<file path="config.mk">
export PLATFORM = sky130hd
export DESIGN_NAME = evt_counter_bank
export DESIGN_NICKNAME = d
export VERILOG_FILES = /design/src/rtl/evt_counter_bank.sv
export SDC_FILE = /design/constraint.sdc
export NUM_CORES = 1
export LEC_CHECK = 0
export ABC_AREA = 1
export BUFFER_PORTS_ARGS = -buffer_cell sky130_fd_sc_hd__buf_2
export CELL_PAD_IN_SITES_DETAIL_PLACEMENT = 0
export CELL_PAD_IN_SITES_GLOBAL_PLACEMENT = 1
export CORE_UTILIZATION = 38
export CTS_CLUSTER_DIAMETER = 60
export CTS_CLUSTER_SIZE = 28
export DETAILED_ROUTE_END_ITERATION = 8
export PLACE_DENSITY = 0.79
export SYNTH_ARGS = -nofsm -noshare
export SYNTH_HDL_FRONTEND = slang
export SYNTH_SLANG_ARGS = --single-unit
</file>
<file path="constraint.sdc">
create_clock -name clk -period 2.6 [get_ports clk]
set_input_delay 0.13 -clock clk [delete_from_list [all_inputs] [get_ports clk]]
set_output_delay 0.13 -clock clk [all_outputs]
set_load 0.02 [all_outputs]
</file>
<file path="src/rtl/evt_counter_bank.sv">
module evt_counter_bank #(
  parameter int CNT_W  = 16,
  parameter int N_CNT  = 4,
  parameter int SYNC_N = 2,
  parameter int IDX_W  = 3
) (
  input  logic             clk,
  input  logic             rst_n,
  input  logic [N_CNT-1:0] ext_evt_i,
  input  logic [N_CNT-1:0] int_evt_i,
  input  logic             ext_clr_i,
  input  logic             int_clr_i,
  input  logic             rd_bank_i,
  input  logic [IDX_W-1:0] rd_idx_i,
  output logic [CNT_W-1:0] rd_data_o
);

  localparam int SEL_W = (N_CNT > 1) ? $clog2(N_CNT) : 1;
  localparam logic [CNT_W-1:0] FULL = '1;

  logic [N_CNT-1:0][CNT_W-1:0] ext_cnt;
  logic [N_CNT-1:0][CNT_W-1:0] int_cnt;

  for (genvar g = 0; g < N_CNT; g++) begin : g_lane
    logic [SYNC_N-1:0] sync_q;
    logic              ext_prev_q;
    logic              int_prev_q;
    logic [CNT_W-1:0]  ext_q;
    logic [CNT_W-1:0]  int_q;
    logic              ext_rise;
    logic              int_rise;

    assign ext_rise = sync_q[SYNC_N-1] & ~ext_prev_q;
    assign int_rise = int_evt_i[g] & ~int_prev_q;

    always_ff @(posedge clk) begin
      if (!rst_n) begin
        sync_q     <= '0;
        ext_prev_q <= 1'b0;
        int_prev_q <= 1'b0;
      end else begin
        sync_q     <= {sync_q[SYNC_N-2:0], ext_evt_i[g]};
        ext_prev_q <= sync_q[SYNC_N-1];
        int_prev_q <= int_evt_i[g];
      end
    end

    always_ff @(posedge clk) begin
      if (!rst_n || ext_clr_i)            ext_q <= '0;
      else if (ext_rise && ext_q != FULL) ext_q <= ext_q + 1'b1;
    end

    always_ff @(posedge clk) begin
      if (!rst_n || int_clr_i) int_q <= '0;
      else if (int_rise)       int_q <= int_q + 1'b1;
    end

    assign ext_cnt[g] = ext_q;
    assign int_cnt[g] = int_q;
  end

  always_comb begin
    rd_data_o = '0;
    if (int'(rd_idx_i) < N_CNT)
      rd_data_o = rd_bank_i ? int_cnt[rd_idx_i[SEL_W-1:0]]
                            : ext_cnt[rd_idx_i[SEL_W-1:0]];
  end

endmodule

</file>
==> impl_metrics.yaml <==
status:
  outcome: "finished, final reports clean"
final_layout:
  most-common-layout-cells: "312 x nand2_1, 291 x nor2_1, 144 x dfxtp_1, 138 x inv_1, 111 x a21oi_1"
  fillers: 2307
  layout.nets: 1397
  layout_commonest_cell: "nand2_1"
  num_antenna_cells: 0
  area_growth_pct: 13.3
  final_layout_size_suffix_gt1_frac: 0.0786
  final_area_um2: 9300
timing:
  maxSlewHeadroom: 0.587
  finalSetupTns_ns: 0
  fin_crit_ns: 1.98
  hold_violations: 0
  fmax_mhz: 505
  maxSlewViolCount: 0
  timing.final.crit_share: 0.762
  hold_slack_ns: 0.0382
  layout_setup_ws_ns: 0.619
  setup_violations: 0
  worst_pin_slew_ns: 0.619
  skew_ns: 0.00991
  rsz0062_at_grt: "no"
worst_setup_path:
  critPathKind: "reg2out"
  cp-startpoint: "g_lane[1].ext_q[5]"
  worstPathRequired_ns: 2.47
  cp-end-kind: "output port"
  cp-start-kind: "register"
  path_max_fanout: 3
  reg2reg_from: "g_lane[0].ext_q[1]"
  rr_worst_depth: 7
  r2r-end: "g_lane[0].ext_q[15]"
  rrSetupSlack_ns: 0.75
  cp.arrival_ns: 1.85
global_routing:
  busiest_layer: "met2"
  grt_pass1_wl_um: 37900
  gr-total-overflow: 0
  grt_pass1_vias: 7282
  grt_usage: 0.220
  grt_max_degree: 66
  met3_usage: 0.0373
  grt_use_met1: 0.317
  grt_antenna_before_repair: 1
  grtUsageMet2: 0.341
pwr:
  p_sw_w: 0.00133
  internal_power_w: 0.00373
  p_per_area_nw_per_um2: 544
  clkPwrFrac: 0.482
  p_leak_nw: 3.59
  p_sw_frac: 0.263
  peakVddDrop_mv: 0.382
  seq_power_share: 0.443
  power_frac_comb: 0.075
yosys:
  synth-compound-area-share: 0.150
  yosysTopAreaCellShare: 0.351
  syn_area_um2: 8210
  synth_area_leader_cell: "dfxtp_1"
  ys_ff_latch: 144
  post_synth.cell_area_avg_um2: 6.12
  syn-num-nets: 1365
  synthMuxAreaShare: 0
  synthCells: 1341
  synth.distinct_cells: 36
  yosysSeqAreaShare: 0.351
  synth_flop_cell: "dfxtp_1"
  synth-simple-area-share: 0.390
  synthArstFlopShare: 0
  synthTopCellsByArea: "dfxtp_1 35%, nand2_1 14%, nor2_1 13%"
  synth_edf_count: 0
  synth_top_family_by_area: "simple AND/OR/NAND/NOR gates"
  synth_fa_ha_area_frac: 0.0122
  synthXorXnorAreaFrac: 0.0107
  ys_warn_count: 0
placed_design:
  pre_cts_ws_ns: 0.782
  gp_congestion: 0.850
  io_buffers: 31
  place_area_um2: 8650
  post-dp-hpwl_um: 17700
flow_run:
  cap_violations: 0
floorplan:
  ios: 32
  chipWidth_um: 149
  dieArea_um2: 22200
  fp.dieH_um: 149
  start_util: 0.389
  rows: 53
  coreArea_um2: 21100
drt:
  ant_nets: 0
  drtIter0Drc: 599
  drc: 0
  routed_wl_um: 23700
  viasPerCell: 5.00
  num_vias: 8307
  wire_per_inst_um: 14.2
  dr.pass1.iters: 5
clock_network:
  clkTransAtPathRegs_ns: 0.07
  clock-sinks: 144
  cts_tree: "yes"
  cts_htree_levels: 4
  post_cts_buffers: 0
  cts_buffers: 17
  hold_buffers: 7
  cts_resized: 0
  clk_latency_ns: 0.43
  root_buffer: "clkbuf_16"
  cts_buffer_depth: 2
min_path:
  hold_class: "in2reg"
  hold_start: "int_clr_i"
  min_to: "g_lane[0].int_q[10]"
  worstHoldPathCells: 4
==> through the flow <==
step	instances	total power, W	utilization
2_1_floorplan	1341	0.00254	-
3_3_place_gp	1622	0.00266	0.410
3_5_place_dp	1622	0.00267	0.410
4_1_cts	1661	0.00512	0.441
5_1_grt	1661	0.00525	0.441
6_report	1661	0.00506	0.441
==> registers in the layout, summed over array words and instances, names as in the netlist <==
name and flops:
g_lane.int_prev_q 4, g_lane.int_q 64, g_lane.ext_q 64, g_lane.ext_prev_q 4, g_lane.sync_q 8
==> routing by layer <==
| layer | wire [um] | part of all wire |
|---|---|---|
| met3 | 1150 | 0.049 |
| met2 | 10100 | 0.43 |
| met5 | 35 | 0.0015 |
| met1 | 12100 | 0.51 |
| met4 | 269 | 0.011 |
==> critical path, cell delays in order (launching register included) <==
cell	delay, ns
dfxtp_1	0.37
inv_1	0.10
a21oi_1	0.13
o21ai_0	0.18
o21ai_0	0.13
nor2_1	0.08
nor2_1	0.23
buf_2	0.21
==> synthesized netlist by cell type, drive strengths merged, types with 2 or more instances <==
library cell / instances
nand3: 87
a211oi: 2
o21ai: 109
nor3b: 3
inv: 139
clkbuf: 25
a21oi: 111
nand4: 17
nor3: 20
nand2: 318
xor2: 9
buf: 16
ha: 8
dfxtp: 144
o22ai: 6
nand3b: 6
nor2: 309
o21bai: 2
o211ai: 6
==> power groups by stage <==
stage | combinational [W] | sequential (W) | clock [W]
6_report | 0.000382 | 0.00224 | 0.00244
5_1_grt | 0.000427 | 0.00224 | 0.00258
4_1_cts | 0.000383 | 0.00224 | 0.00250
3_5_place_dp | 0.000374 | 0.00229 | 0
3_3_place_gp | 0.000370 | 0.00229 | 0
2_1_floorplan | 0.000254 | 0.00229 | 0
==> cells by family (layout without fill, tap and decap cells) <==
| kind of cell | Yosys count | count (layout) |
|---|---|---|
| AOI/OAI and AO/OA | 237 | 237 |
| DFF | 144 | 144 |
| and+or+nand+nor | 762 | 762 |
| adders and majority gates | 8 | 8 |
| xor gates and xnor gates | 10 | 10 |
| buffers and inverters | 180 | 225 |
==> cell type report <==
cell class | instances | area [um^2] | area share
Multi-Input combinational cell | 1017 | 4630 | 0.498
Sequential cell | 144 | 2880 | 0.310
Inverter | 139 | 522 | 0.0561
Clock buffer | 19 | 453 | 0.0487
Timing Repair Buffer | 54 | 345 | 0.0371
Tap cell | 275 | 344 | 0.0370
Clock inverter | 13 | 126 | 0.0136
==> worst max-delay path by stage <==
stage | end | cells after the start
2_1_floorplan | g_lane[1].ext_q[2] | 8
6_report | rd_data_o[5] | 7
3_5_place_dp | rd_data_o[9] | 7
3_3_place_gp | rd_data_o[9] | 7
5_1_grt | rd_data_o[9] | 7
4_1_cts | rd_data_o[2] | 7
(Power assumes the default switching activity.)
